[config.mk]
export PLATFORM = sky130hd
export DESIGN_NAME = tmo_timer
export DESIGN_NICKNAME = d
export VERILOG_FILES = /design/src/rtl/tmo_timer_pkg.sv /design/src/rtl/tmo_cfg_regs.sv /design/src/rtl/tmo_prescaler.sv /design/src/rtl/tmo_count_fsm.sv /design/src/rtl/tmo_irq_flag.sv /design/src/rtl/tmo_timer.sv
export SDC_FILE = /design/constraint.sdc
export NUM_CORES = 1
export LEC_CHECK = 0
export BUFFER_PORTS_ARGS = -buffer_cell sky130_fd_sc_hd__buf_2
export CORE_MARGIN = 2
export CORE_UTILIZATION = 30
export DETAILED_ROUTE_END_ITERATION = 8
export SLEW_MARGIN = 20
export SYNTH_ARGS = -nofsm -noshare
export SYNTH_HDL_FRONTEND = slang
export SYNTH_SLANG_ARGS = --single-unit
[constraint.sdc]
create_clock -name clk -period 7.1 [get_ports clk]
set_clock_uncertainty 0.2 [all_clocks]
set_input_delay 1.065 -clock clk [delete_from_list [all_inputs] [get_ports clk]]
set_output_delay 1.065 -clock clk [all_outputs]
set_load 0.05 [all_outputs]
[src/rtl/tmo_timer_pkg.sv]
package tmo_timer_pkg;

    typedef enum logic [1:0] {
        ST_IDLE = 2'd0,
        ST_RUN  = 2'd1,
        ST_DONE = 2'd2
    } tmo_state_e;

    localparam logic [1:0] ADDR_MODE   = 2'd0;
    localparam logic [1:0] ADDR_PRE_LO = 2'd1;
    localparam logic [1:0] ADDR_RLD_HI = 2'd2;
    localparam logic [1:0] ADDR_RLD_LO = 2'd3;

    localparam int AUTO_BIT = 7;

endpackage

[src/rtl/tmo_cfg_regs.sv]
module tmo_cfg_regs
    import tmo_timer_pkg::*;
#(
    parameter int DATA_W = 8,
    parameter int PRE_W  = 12,
    parameter int CNT_W  = 16
) (
    input  logic              clk,
    input  logic              rst_n,
    input  logic              cfg_wr,
    input  logic [1:0]        cfg_addr,
    input  logic [DATA_W-1:0] cfg_wdata,
    output logic              auto_en,
    output logic [PRE_W-1:0]  pre_val,
    output logic [CNT_W-1:0]  reload_val
);

    localparam int PRE_HI_W = PRE_W - DATA_W;
    localparam int RLD_HI_W = CNT_W - DATA_W;

    logic                auto_q;
    logic [PRE_HI_W-1:0] pre_hi_q;
    logic [DATA_W-1:0]   pre_lo_q;
    logic [RLD_HI_W-1:0] rld_hi_q;
    logic [DATA_W-1:0]   rld_lo_q;

    always_ff @(posedge clk or negedge rst_n) begin
        if (!rst_n) begin
            auto_q   <= 1'b0;
            pre_hi_q <= '0;
            pre_lo_q <= '0;
            rld_hi_q <= '0;
            rld_lo_q <= '0;
        end else if (cfg_wr) begin
            unique case (cfg_addr)
                ADDR_MODE: begin
                    auto_q   <= cfg_wdata[AUTO_BIT];
                    pre_hi_q <= cfg_wdata[PRE_HI_W-1:0];
                end
                ADDR_PRE_LO: pre_lo_q <= cfg_wdata;
                ADDR_RLD_HI: rld_hi_q <= cfg_wdata[RLD_HI_W-1:0];
                ADDR_RLD_LO: rld_lo_q <= cfg_wdata;
                default: ;
            endcase
        end
    end

    assign auto_en    = auto_q;
    assign pre_val    = {pre_hi_q, pre_lo_q};
    assign reload_val = {rld_hi_q, rld_lo_q};

endmodule

[src/rtl/tmo_prescaler.sv]
module tmo_prescaler #(
    parameter int PRE_W = 12
) (
    input  logic             clk,
    input  logic             rst_n,
    input  logic             clear,
    input  logic             enable,
    input  logic [PRE_W-1:0] pre_val,
    output logic             tick
);

    localparam int PC_W = PRE_W + 1;

    logic [PC_W-1:0] pcnt_q;
    logic [PC_W-1:0] limit;
    logic            at_limit;

    // One tick per 2*P+1 cycles: count 0..2P inclusive.
    assign limit    = {pre_val, 1'b0};
    assign at_limit = (pcnt_q >= limit);
    assign tick     = enable && at_limit;

    always_ff @(posedge clk or negedge rst_n) begin
        if (!rst_n) begin
            pcnt_q <= '0;
        end else if (clear) begin
            pcnt_q <= '0;
        end else if (enable) begin
            if (at_limit) begin
                pcnt_q <= '0;
            end else begin
                pcnt_q <= pcnt_q + PC_W'(1);
            end
        end
    end

endmodule

[src/rtl/tmo_count_fsm.sv]
module tmo_count_fsm
    import tmo_timer_pkg::*;
#(
    parameter int CNT_W = 16
) (
    input  logic             clk,
    input  logic             rst_n,
    input  logic             arm,
    input  logic             halt,
    input  logic             tick,
    input  logic [CNT_W-1:0] reload_val,
    output logic             running,
    output logic             expire,
    output logic             pre_clear,
    output logic [CNT_W-1:0] count_val
);

    tmo_state_e       state_q;
    tmo_state_e       state_d;
    logic [CNT_W-1:0] count_q;
    logic [CNT_W-1:0] count_d;

    // State and count register.
    always_ff @(posedge clk or negedge rst_n) begin
        if (!rst_n) begin
            state_q <= ST_IDLE;
            count_q <= '0;
        end else begin
            state_q <= state_d;
            count_q <= count_d;
        end
    end

    // Transitions and outputs. Halt beats arm, and arm beats tick.
    always_comb begin
        state_d   = state_q;
        count_d   = count_q;
        expire    = 1'b0;
        pre_clear = 1'b0;
        if (halt) begin
            state_d   = ST_IDLE;
            pre_clear = 1'b1;
        end else if (arm) begin
            state_d   = ST_RUN;
            count_d   = reload_val;
            pre_clear = 1'b1;
        end else begin
            unique case (state_q)
                ST_RUN: begin
                    if (tick) begin
                        if (count_q <= CNT_W'(1)) begin
                            count_d = '0;
                            state_d = ST_DONE;
                            expire  = 1'b1;
                        end else begin
                            count_d = count_q - CNT_W'(1);
                        end
                    end
                end
                ST_IDLE, ST_DONE: begin
                    state_d = state_q;
                end
                default: begin
                    state_d = ST_IDLE;
                end
            endcase
        end
    end

    assign running   = (state_q == ST_RUN);
    assign count_val = count_q;

endmodule

[src/rtl/tmo_irq_flag.sv]
module tmo_irq_flag (
    input  logic clk,
    input  logic rst_n,
    input  logic set_evt,
    input  logic clr_w1c,
    output logic flag
);

    // Setting wins over a same-cycle clear.
    always_ff @(posedge clk or negedge rst_n) begin
        if (!rst_n) begin
            flag <= 1'b0;
        end else if (set_evt) begin
            flag <= 1'b1;
        end else if (clr_w1c) begin
            flag <= 1'b0;
        end
    end

endmodule

[src/rtl/tmo_timer.sv]
module tmo_timer #(
    parameter int DATA_W = 8,
    parameter int PRE_W  = 12,
    parameter int CNT_W  = 16
) (
    input  logic              clk,
    input  logic              rst_n,
    input  logic              cfg_wr,
    input  logic [1:0]        cfg_addr,
    input  logic [DATA_W-1:0] cfg_wdata,
    input  logic              start,
    input  logic              stop,
    input  logic              tx_done,
    input  logic              rx_begin,
    input  logic              irq_w1c,
    output logic              running,
    output logic [CNT_W-1:0]  count_val,
    output logic              irq_flag
);

    logic             auto_en;
    logic [PRE_W-1:0] pre_val;
    logic [CNT_W-1:0] reload_val;
    logic             arm;
    logic             halt;
    logic             tick;
    logic             expire;
    logic             pre_clear;

    assign arm  = start || (auto_en && tx_done);
    assign halt = stop || rx_begin;

    tmo_cfg_regs #(
        .DATA_W (DATA_W),
        .PRE_W  (PRE_W),
        .CNT_W  (CNT_W)
    ) u_regs (
        .clk        (clk),
        .rst_n      (rst_n),
        .cfg_wr     (cfg_wr),
        .cfg_addr   (cfg_addr),
        .cfg_wdata  (cfg_wdata),
        .auto_en    (auto_en),
        .pre_val    (pre_val),
        .reload_val (reload_val)
    );

    tmo_prescaler #(
        .PRE_W (PRE_W)
    ) u_pre (
        .clk     (clk),
        .rst_n   (rst_n),
        .clear   (pre_clear),
        .enable  (running),
        .pre_val (pre_val),
        .tick    (tick)
    );

    tmo_count_fsm #(
        .CNT_W (CNT_W)
    ) u_fsm (
        .clk        (clk),
        .rst_n      (rst_n),
        .arm        (arm),
        .halt       (halt),
        .tick       (tick),
        .reload_val (reload_val),
        .running    (running),
        .expire     (expire),
        .pre_clear  (pre_clear),
        .count_val  (count_val)
    );

    tmo_irq_flag u_irq (
        .clk     (clk),
        .rst_n   (rst_n),
        .set_evt (expire),
        .clr_w1c (irq_w1c),
        .flag    (irq_flag)
    );

endmodule

### After elaboration in Yosys (flattened, before gate mapping)

Cells that the tools add are included.

* add/subtract/negate cells: 2
* $lt $le $gt $ge: 2
* multiplexer cells: 21
* bitwise gates (word level): 1
* reduce and logical (&&, ||, !) cells: 17
* equal/unequal tests: 8

Operator list (count)
* 2-to-1 mux 16 bit: 4
* 2-to-1 mux 13 bit: 3
* less-or-equal comparator 16 x 1 -> 1 bit (second input constant): 1
* subtractor 16 x 1 -> 16 bit (second input constant): 1
* adder 13 x 1 -> 13 bit (second input constant): 1
* >= comparator 13 bit: 1
* 2-to-1 mux 1 bit: 9
* 2-to-1 mux 2 bit: 4
* AND reduction 2 bit: 4
* nonzero test 2 bit: 4
* equality test 2 bit (second input constant): 3
* AND reduction 3 bit: 2
* equality test 2 x 1 -> 1 bit (second input constant): 2
* zero test 2 bit: 2
* != test 4 x 3 -> 1 bit (second input constant): 1
* != test 4 bit (second input constant): 1
* one-hot mux 2 bit (2 select lines): 1
* != test 3 bit (second input constant): 1
* logical AND 1 bit: 2
* logical OR 1 bit: 2
* OR reduction 2 bit: 1
* inverter 1 bit: 1

* bits of input ports: 18
* register bits after elaboration: 61
* output and inout port bits: 18
* word-level logic and storage cells: 60

### Logic depth before layout (Yosys ltp)

Gate-level depths: netlist (run 1).

* word-level depth: 7
* mapped depth: 9
* mapped depth without buffers: 8

### Cells and area by module

A second synthesis (run 1) with hierarchy kept.

* cells, all modules: 345
* area, all modules: 3468.3 um2

Modules (own cells, without submodules)
* tmo_count_fsm: cells each 137, times used 1, area each 1186.1 um2, seq. area each 450.4 um2
* tmo_prescaler: cells each 141, times used 1, area each 1128.6 um2, seq. area each 325.3 um2
* tmo_cfg_regs: cells each 62, times used 1, area each 1103.6 um2, seq. area each 725.7 um2
* tmo_irq_flag: cells each 3, times used 1, area each 36.3 um2, seq. area each 25.0 um2
* tmo_timer: cells each 2, times used 1, area each 13.8 um2, seq. area each 0.0 um2

### Worst setup path after synthesis (run 1)

OpenSTA, ideal clock, no wires.

* path type: input to register
* start point: input port rx_begin
* end point: register u_fsm.state_q[1]
* path buffers: 1
* data required time: 6780 ps
* data arrival time: 2343 ps
* setup slack: 4437 ps
* cell stages on the path: 6
* setup time: 120 ps
* path through: nor2_1 > nand3_1 > nor4b_4 > buf_2 > o22ai_1 > and3_1

* longest elaborated chain between the ends: 3
* elaborated cells on any way between the ends: 6
* those cells by class: 3 x eq/ne; 1 x mux; 2 x reduce/logical

Ends and longest elaborated chain
* start, declared: RTL line tmo_timer.sv:14 `input logic rx_begin,`
* logical OR 1 bit (*): RTL line tmo_timer.sv:31 `assign halt = stop || rx_begin;`
* != test 4 x 3 -> 1 bit (no line), or another cell as far along
* AND reduction 3 bit (no line)
* end signal, assigned: RTL line tmo_count_fsm.sv:29 `state_q <= state_d;`
* end, declared: RTL line tmo_count_fsm.sv:18 `tmo_state_e state_q;`

Mark *: on every way between the ends. The rest lies on a longest branch, timed or not.
A chain may end at the register's enable or synchronous reset.

### Final worst setup path (run 1)

* start point: input port rx_begin
* end point: register u_pre.pcnt_q[8]

* longest elaborated chain between the ends: 3
* elaborated cells on any way between the ends: 4
* those cells by class: 2 x mux; 2 x reduce/logical

Ends and longest elaborated chain
* logical OR 1 bit (*): RTL line tmo_timer.sv:31
* 2-to-1 mux 1 bit (*): RTL line tmo_count_fsm.sv:40 `if (halt) begin`
* 2-to-1 mux 13 bit or nonzero test 2 bit (tied branches)
* end signal, assigned: RTL line tmo_prescaler.sv:32 `pcnt_q <= pcnt_q + PC_W'(1);`
* end, declared: RTL line tmo_prescaler.sv:14 `logic [PC_W-1:0] pcnt_q;`

Marks and branches as above.

==> reports/metrics.cfg, run 1 <==
[clock_network]
post_cts_buffers=0
numCtsBuffers=9
cts_sinks=61
root_buffer=clkbuf_8
holdBufCountCts=0
cts_max_level=3
cts.clk_slew.worst_paths_ns=0.06
cts-resized-gates=0
tritoncts=yes
clkLatencyLatePin_ns=0.34
clock_path_buffers=2

[synthesis]
async_flop_share=1.00
synth_top_family_by_area=compound AO/OA/AOI/OAI gates
synth.avg_cell_area_um2=9.99
synth_compound_area_frac=0.187
synth-warning-count=0
ys_ff_latch=61
synth_edf_count=0
synth_mux_area_frac=0.0952
synth-simple-area-share=0.156
synth-xor-area-share=0
ys.flop_type=dfrtp_1
ys_seq_area_frac=0.465
synthCells=329
syn_nets=362
synthesis.area_um2=3290
synthAdderAreaFrac=0.0571
yosys.cell_types.count=43

[worst_setup_path]
rr_worst_depth=7
timing.critical_path.buf_inv=2
crit_arrival_ns=2.97
path_cells=buf_2 > nor2_2 > nand3_1 > nor4b_4 > buf_6 > a41oi_1 > a31oi_1
rrSetupSlack_ns=4.41
critical_path_class=primary input to flop
crit_path_top_delay_cell=nor2_2
path_max_fanout=17
worstPathRequired_ns=7.15
startpoint_type=primary input
r2r_end=u_fsm.count_val[4]
max_stage_delay_ns=0.53
critPathCaptureType=flop
r2r_start=u_pre.pcnt_q[6]
path_delay_family=simple AND/OR/NAND/NOR gates

[power]
cellLeakagePower_uw=0.00173
vdd_drop_max_mv=0.185
p_total_uw=1220
cellPowerDensity_nw_per_um2=316

[worst_hold_path]
hold_path_end=u_regs.pre_lo_q[5]
hp-class=flop to flop
hp-start=u_regs.pre_lo_q[5]
holdPathStages=1

[run]
maxCapViolCount=0

[sta]
worst_pin_slew_ns=0.790
setup_viol=0
hold_viol_final=0
maxSlewViolCount=0
slew_headroom=0.473
worst_slack_ns=4.17
rsz0062_at_grt=false
finalCriticalPeriod_ns=2.93
min_period_over_period=0.412
tns_ns=0
fmax_mhz=342

[final_layout]
area_growth_pct=17.5
diodes=0
layout.nets=401
fillers=1124
final_layout_size_suffix_gt1_frac=0.247
instances_no_fill=513
fin_util=0.359

[floorplanning]
die_width_um=109
io_pins=36
coreArea_um2=10700
rows=38
initial_core_util=0.306
die_height_um=109
die-area_um2=11800

[detailed_routing]
drtAntennaViolNets=0
drc_errors=0
vias=2670
wl_per_cell_um=15.3
first_pass_iters=4
drt_iter0_drc=186
routed_via_density=5.20
drt-total-wl_um=7840

[placed_design]
port_buffers=35
place_ws_ns=3.14
globalplace.congestion=0.870
dp_hpwl_um=5510
dp.cells=496

[global_route]
grt_start_max_net_pins=62
grt_usage=0.143
grt_overflow=0
grt_pass1_wl_um=13000
grt_pass1_vias=2504
antenna_found_initial=0

[outcome]
status=completed

placed cells by master, fill, tap and decap left out, types with 4 or more instances in the layout:
cell,n
a31oi_1,8
dfrtp_1,61
nand2_1,14
a22oi_1,4
clkbuf_8,13
o21ai_1,31
nand4_1,4
mux2_2,26
buf_2,35
ha_1,15
nor2_1,14
nor3_1,13
nor4_1,6
o22ai_1,6
inv_1,20
a21o_1,5
a21oi_1,23
o21ai_0,10
and3_1,8
nand3_1,11
nand2b_1,8
metrics by stage:
stage	instance area (µm²)	hold slack [ns]
after floorplan	3290	0.279
after global placement	3600	0.292
after detailed placement	3600	0.293
after CTS	3840	0.308
after global routing	3860	0.328
final	3860	0.306
state kept, by name, summed over array words and instances, names as in the netlist:
register and flops:
u_fsm.count_val 16, u_fsm.state_q 2, u_irq.flag 1, u_pre.pcnt_q 13, u_regs.auto_en 1, u_regs.pre_hi_q 4
u_regs.pre_lo_q 8, u_regs.rld_hi_q 8, u_regs.rld_lo_q 8
report_power, final:
group          total (µW)  internal (µW)  switching [µW]  leakage, µW
Clock                 369            236             133     0.000126
Sequential            479            412            67.1     0.000769
Combinational         371            114             257     0.000837
Total                1220            761             457      0.00173
cells in the mapped netlist, drive strengths merged (3+ instances only):
cell / n / area [µm²]
a211oi: 3 / 22.5
a21o: 5 / 37.5
a21oi: 25 / 140
a22o: 3 / 26.3
a22oi: 4 / 30.0
a31oi: 8 / 50.1
and3: 8 / 50.1
buf: 4 / 26.3
clkbuf: 6 / 26.3
dfrtp: 61 / 1530
ha: 15 / 188
inv: 20 / 75.1
mux2: 26 / 293
nand2: 14 / 52.6
nand2b: 8 / 50.1
nand3: 11 / 55.1
nand4: 4 / 25.0
nor2: 17 / 68.8
nor3: 13 / 65.1
nor4: 7 / 50.1
o21ai: 43 / 226
o22ai: 6 / 37.5
logic make-up after synthesis:
group,count (synthesis)
compound gates,102
fa+ha+maj,15
buf+inv,31
flops,61
mux,28
simple gates,92
worst max-delay path by stage:
stage              from               end  slack (ns)  depth (start not counted)
6_report       rx_begin   u_pre.pcnt_q[8]        4.17                          7
5_1_grt        rx_begin   u_pre.pcnt_q[8]        4.04                          7
4_1_cts        rx_begin  u_fsm.state_q[1]        3.48                          6
3_5_place_dp   rx_begin  u_fsm.state_q[1]        3.14                          6
3_3_place_gp   rx_begin  u_fsm.state_q[1]        3.27                          6
2_1_floorplan  rx_begin  u_fsm.state_q[1]        4.44                          6
layout make-up:
type | instances | area (µm²) | area share
multi-input combinational | 237 | 1630 | 0.423
sequential | 61 | 1530 | 0.395
timing repair buffer | 38 | 201 | 0.0522
clock buffer | 13 | 179 | 0.0464
tap | 140 | 175 | 0.0454
inverter | 21 | 78.8 | 0.0204
clock inverter | 3 | 65.1 | 0.0169
per-layer routing:
layer	global-route usage	up-vias	part of all wire
met2	0.217	72	0.46
met4	0.0476	0	0.010
met3	0.0341	5	0.047
met1	0.200	1297	0.49
li1	-	1296	-
met5	0	-	0
Note: power is estimated with default switching activity, not from simulation.
==> run 2: changes to the inputs <==
==> constraint.sdc (replaced) <==
create_clock -name clk -period 2.5 [get_ports clk]
set_clock_uncertainty 0.2 [all_clocks]
set_input_delay 0.375 -clock clk [delete_from_list [all_inputs] [get_ports clk]]
set_output_delay 0.375 -clock clk [all_outputs]
set_load 0.05 [all_outputs]
==> run 2 against run 1 <==
Cell count increased by 2.5%; setup slack got worse by 4.0 ns; die area unchanged; routed wire length increased by 2.1%; first-iteration DRC count decreased by 11%; flip-flop and latch count unchanged; register-to-register slack got worse by 4.2 ns; power increased to 2.7 times the previous value; count of clock-buffer cells in the layout decreased by 1; critical path type is now flop to flop; sequential share of layout area decreased by 0.64 points; hold slack got worse by 0.27 ns; critical endpoint is now u_fsm.count_val[12].
==> reports/metrics.cfg, run 2 (same netlist as run 1, synthesis figures left out) <==
[outcome]
status=completed  ; unchanged

[worst_hold_path]
hp-class=primary input to flop  ; was flop to flop

[floorplanning]
die_height_um=109  ; unchanged
rows=38  ; unchanged
coreArea_um2=10700  ; unchanged
die_width_um=109  ; unchanged
io_pins=36  ; unchanged
initial_core_util=0.306  ; unchanged
die-area_um2=11800  ; unchanged

[global_route]
grt_pass1_vias=2513  ; was 2504
grt_usage=0.147  ; was 0.143
antenna_found_initial=0  ; unchanged
grt_start_max_net_pins=62  ; unchanged
grt_pass1_wl_um=13200  ; was 13000 µm
grt_overflow=0  ; unchanged

[detailed_routing]
drt-total-wl_um=8000  ; was 7840 µm
drc_errors=0  ; unchanged
first_pass_iters=5  ; was 4
drtAntennaViolNets=0  ; unchanged
drt_iter0_drc=165  ; was 186
routed_via_density=5.17  ; was 5.20
vias=2719  ; was 2670
wl_per_cell_um=15.2  ; was 15.3 µm

[sta]
fmax_mhz=428
finalCriticalPeriod_ns=2.34
maxSlewViolCount=0  ; unchanged
tns_ns=0  ; unchanged
slew_headroom=0.522  ; was 0.473
worst_pin_slew_ns=0.711  ; was 0.790 ns
min_period_over_period=0.935
hold_viol_final=0  ; unchanged
rsz0062_at_grt=false  ; unchanged
setup_viol=0  ; unchanged

[final_layout]
final_layout_size_suffix_gt1_frac=0.262  ; was 0.247
area_growth_pct=19.4  ; was 17.5%
fin_area_um2=3920  ; was 3860 µm²
diodes=0  ; unchanged
layout.nets=414  ; was 401
final_cell_mix=dfrtp_1 (61), buf_2 (35), o21ai_1 (32), mux2_2 (26), a21oi_1 (23)  ; was dfrtp_1 (61), buf_2 (35), o21ai_1 (31), mux2_2 (26), a21oi_1 (23)
largest_reg_flops=16  ; unchanged
layout_commonest_cell=dfrtp_1  ; unchanged

[clock_network]
numCtsBuffers=9  ; unchanged
clkLatencyLatePin_ns=0.34  ; about the same
clock_path_buffers=2  ; unchanged
cts.clk_slew.worst_paths_ns=0.07  ; was 0.06 ns
cts_sinks=61  ; unchanged
tritoncts=yes  ; unchanged
cts_max_level=3  ; unchanged
root_buffer=clkbuf_8  ; unchanged

[worst_setup_path]
path_max_fanout=19  ; was 17
critPathCaptureType=flop  ; unchanged
crit_arrival_ns=2.36  ; was 2.97 ns
critical_path_class=flop to flop  ; was primary input to flop
worstPathRequired_ns=2.53  ; was 7.15 ns
startpoint_type=flop  ; was primary input

[power]
cellPowerDensity_nw_per_um2=854  ; was 316 nW/µm²
vdd_drop_max_mv=0.528  ; was 0.185 mV
cellLeakagePower_uw=0.00177  ; was 0.00173 µW

[placed_design]
globalplace.congestion=0.833  ; was 0.870
port_buffers=35  ; unchanged
dp_hpwl_um=5680  ; was 5510 µm
placedInstanceArea_um2=3710  ; was 3600 µm²

[run]
maxCapViolCount=0  ; unchanged

run 2: routing by layer:
layer / vias to the layer above / part of all wire / global-route usage / wire length, µm
li1: 1326 / - / - / -
met1: 1319 / 0.49 / 0.215 / 3930
met2: 68 / 0.43 / 0.212 / 3480
met3: 6 / 0.062 / 0.0412 / 496
met4: 0 / 0.012 / 0.0440 / 97
met5: - / 0 / 0 / 0
run 2: layout make-up:
class	instances	area [µm²]
multi-input cells	237	1630
inverters	21	78.8
repair buffers	51	323
clock buffers	12	145
fillers	1126	6820
well taps	140	175
flip-flops and latches	61	1530
clock inverters	4	47.5
run 2: worst max-delay path, stage by stage, from the launching register on:
cell	delay, ns
dfrtp_1	0.43
or3_4	0.43
or3_4	0.37
o21ai_4	0.43
o21ai_1	0.14
o21ai_1	0.16
o21ai_1	0.08
run 2: path summary, 6_finish.rpt:
| path | to | depth (start not counted) | startpoint | slack [ns] |
|---|---|---|---|---|
| setup / recovery | u_fsm.count_val[12] | 6 | u_fsm.count_val[12] | 0.16 |
| hold / removal | u_irq.flag | 2 | irq_w1c | 0.04 |
| setup reg to reg | u_fsm.count_val[12] | 6 | u_fsm.count_val[12] | 0.16 |
| hold reg to reg | u_regs.pre_lo_q[5] | 1 | u_regs.pre_lo_q[5] | 0.31 |
| max in group asynchronous | u_fsm.count_val[15] | 3 | rst_n | 1.46 |
| min in group asynchronous | u_regs.rld_lo_q[5] | 3 | rst_n | 0.37 |
run 2: report_power, final:
part	internal (µW)	switching, µW	leakage [µW]
clock network	485	390	0.0000964
registers	1170	177	0.000769
logic	368	760	0.000904
total	2020	1330	0.00177
run 2: per-stage QoR:
stage	setup WS (ns)	total power [µW]	std cells	hold WS, ns	utilization
2_1_floorplan	0.116	2130	329	-0.121	-
3_3_place_gp	0.220	2450	508	0.212	0.346
3_5_place_dp	0.192	2480	508	0.215	0.346
4_1_cts	0.164	3370	525	0.0151	0.364
5_1_grt	0.00360	3540	526	0.0459	0.365
6_report	0.162	3350	526	0.0352	0.365
run 2: repair_timing:
action | CTS | global route
endpoints found under the setup margin | 0 | 8
hold buffers | 1 | 0
gates resized for setup | 0 | 1
endpoints found under the hold margin | 61 | 0
buffers inserted | 0 | 1
==> run 3: changes to the inputs <==
--- a/config.mk
+++ b/config.mk
@@ -5,10 +5,10 @@
 export SDC_FILE = /design/constraint.sdc
 export NUM_CORES = 1
 export LEC_CHECK = 0
-export BUFFER_PORTS_ARGS = -buffer_cell sky130_fd_sc_hd__buf_2
 export CORE_MARGIN = 2
 export CORE_UTILIZATION = 30
 export DETAILED_ROUTE_END_ITERATION = 8
+export DONT_BUFFER_PORTS = 1
 export SLEW_MARGIN = 20
 export SYNTH_ARGS = -nofsm -noshare
 export SYNTH_HDL_FRONTEND = slang
==> constraint.sdc (replaced) <==
create_clock -name clk -period 2.8 [get_ports clk]
set_clock_uncertainty 0.2 [all_clocks]
set_input_delay 0.42 -clock clk [delete_from_list [all_inputs] [get_ports clk]]
set_output_delay 0.42 -clock clk [all_outputs]
set_load 0.05 [all_outputs]
==> run 3 against run 2 <==
Sequential share of layout area grew 0.57 points; largest power group unchanged; critical endpoint is now u_fsm.state_q[1]; maximum frequency shrank 4.6%; count of clock-buffer cells in the layout grew 1; setup slack gained 0.19 ns.
==> reports/metrics.cfg, run 3 (same netlist as run 1, synthesis figures left out) <==
[outcome]
status=completed  ; unchanged

[global_route]
grt_pass1_wl_um=14200  ; was 13200 µm
grt_overflow=0  ; unchanged
grt_start_max_net_pins=62  ; unchanged
grt_pass1_vias=2750  ; was 2513
grt_usage=0.159  ; was 0.147
antenna_found_initial=0  ; unchanged

[worst_setup_path]
path_cells=ha_1 > a21oi_1 > o21ai_1 > nor2b_1 > nor4b_4 > buf_4 > o22ai_1 > and3_1  ; was or3_4 > or3_4 > o21ai_4 > o21ai_1 > o21ai_1 > o21ai_1
crit_path_top_delay_cell=dfrtp_1  ; unchanged
critPathCaptureType=flop  ; unchanged
path_max_fanout=26  ; was 19
critical_path_class=flop to flop  ; unchanged
max_stage_delay_ns=0.46  ; was 0.43 ns
startpoint_type=flop  ; unchanged
path_delay_family=simple AND/OR/NAND/NOR gates  ; was compound AO/OA/AOI/OAI gates
worstPathRequired_ns=2.83  ; was 2.53 ns
timing.critical_path.buf_inv=1  ; was 0
crit_arrival_ns=2.48  ; was 2.36 ns

[sta]
worst_pin_slew_ns=0.740  ; was 0.711 ns
tns_ns=0  ; unchanged
hold_ws_ns=0.0192  ; was 0.0352 ns
min_period_over_period=0.876  ; was 0.935
fmax_mhz=408  ; was 428 MHz
slew_headroom=0.503  ; was 0.522
hold_viol_final=0  ; unchanged
maxSlewViolCount=0  ; unchanged
setup_viol=0  ; unchanged
finalCriticalPeriod_ns=2.45  ; was 2.34 ns
rsz0062_at_grt=false  ; unchanged

[run]
maxCapViolCount=0  ; unchanged

[placed_design]
dp_hpwl_um=5980  ; was 5680 µm
port_buffers=0  ; was 35
globalplace.congestion=0.848  ; was 0.833

[floorplanning]
die-area_um2=11800  ; unchanged
rows=38  ; unchanged
io_pins=36  ; unchanged
die_height_um=109  ; unchanged
die_width_um=109  ; unchanged
coreArea_um2=10700  ; unchanged
initial_core_util=0.306  ; unchanged

[clock_network]
clock_path_buffers=2  ; unchanged
numCtsBuffers=9  ; unchanged
tritoncts=yes  ; unchanged
cts-resized-gates=0  ; unchanged
root_buffer=clkbuf_8  ; unchanged
cts_max_level=3  ; unchanged
cts_sinks=61  ; unchanged
clkLatencyLatePin_ns=0.35  ; was 0.34 ns
cts.clk_slew.worst_paths_ns=0.07  ; about the same

[detailed_routing]
drt-total-wl_um=8420  ; was 8000 µm
first_pass_iters=5  ; unchanged
drc_errors=0  ; unchanged
drt_iter0_drc=180  ; was 165
wl_per_cell_um=16.7  ; was 15.2 µm
routed_via_density=5.40  ; was 5.17
vias=2716  ; was 2719
drtAntennaViolNets=0  ; unchanged

[final_layout]
layout.nets=393  ; was 414
final_cell_mix=dfrtp_1 (61), o21ai_1 (32), mux2_2 (26), a21oi_1 (23), buf_4 (23)  ; was dfrtp_1 (61), buf_2 (35), o21ai_1 (32), mux2_2 (26), a21oi_1 (23)
diodes=0  ; unchanged
area_growth_pct=17.7  ; was 19.4%
final_layout_size_suffix_gt1_frac=0.201  ; was 0.262
layout_commonest_cell=dfrtp_1  ; unchanged
fillers=1118  ; was 1126
largest_reg_flops=16  ; unchanged

[power]
switching_power_uw=1180  ; was 1330 µW
vdd_drop_max_mv=0.379  ; was 0.528 mV
switching_share=0.387  ; was 0.396
cellPowerDensity_nw_per_um2=788  ; was 854 nW/µm²
p_clk_frac=0.271  ; was 0.261
p_int_uw=1870  ; was 2020 µW
p_seq_frac=0.380  ; was 0.402
p_comb_frac=0.349  ; was 0.337
cellLeakagePower_uw=0.00169  ; was 0.00177 µW

[worst_hold_path]
hp-class=primary input to flop  ; unchanged

## run 3: per-stage QoR
step,setup slack (ns),total power (µW),instances,cell area (µm²),utilization
final,0.348,3050,503,3870,0.360
after global routing,0.215,3210,503,3870,0.360
after CTS,0.350,3050,503,3870,0.360
after detailed placement,0.367,2210,482,3580,0.333
after global placement,0.420,2180,482,3580,0.333
after floorplan,0.416,1900,329,3290,-
## run 3: final cells by class
| cell class | count | area (µm²) | share of cell area |
|---|---|---|---|
| repair buffers | 30 | 260 | 0.0673 |
| inverters | 21 | 78.8 | 0.0204 |
| flip-flops and latches | 61 | 1530 | 0.395 |
| multi-input cells | 237 | 1630 | 0.421 |
| clock inverters | 1 | 30.0 | 0.00776 |
| clock buffers | 13 | 169 | 0.0437 |
| well taps | 140 | 175 | 0.0453 |
## run 3: path summary, 6_finish.rpt
check	from	slack (ns)	cells past startpoint	endpoint
setup / recovery	u_pre.pcnt_q[6]	0.35	8	u_fsm.state_q[1]
hold / removal	cfg_wdata[0]	0.02	1	u_regs.rld_hi_q[0]
setup reg to reg	u_pre.pcnt_q[6]	0.35	8	u_fsm.state_q[1]
hold reg to reg	u_regs.pre_lo_q[6]	0.31	1	u_regs.pre_lo_q[6]
max in group asynchronous	rst_n	1.73	2	u_fsm.count_val[15]
min in group asynchronous	rst_n	0.40	2	u_fsm.count_val[11]
## run 3: routing by layer
metal,vias to the layer above,track usage,routed length (µm)
met4,0,0.0659,174
met3,14,0.0383,606
met5,-,0,0
li1,1280,-,-
met2,100,0.238,3730
met1,1322,0.220,3910
## run 3: timing repair
action,4_1_cts,5_1_grt
buffers inserted,0,0
endpoints found under the hold margin,66,0
hold buffers,7,0
## run 3: power by group through the flow
stage	registers (µW)	logic [µW]	clock network, µW
4_1_cts	1160	1070	831
5_1_grt	1180	1160	874
2_1_floorplan	1470	434	0
3_5_place_dp	1170	1030	0
3_3_place_gp	1170	1020	0
6_report	1160	1060	826
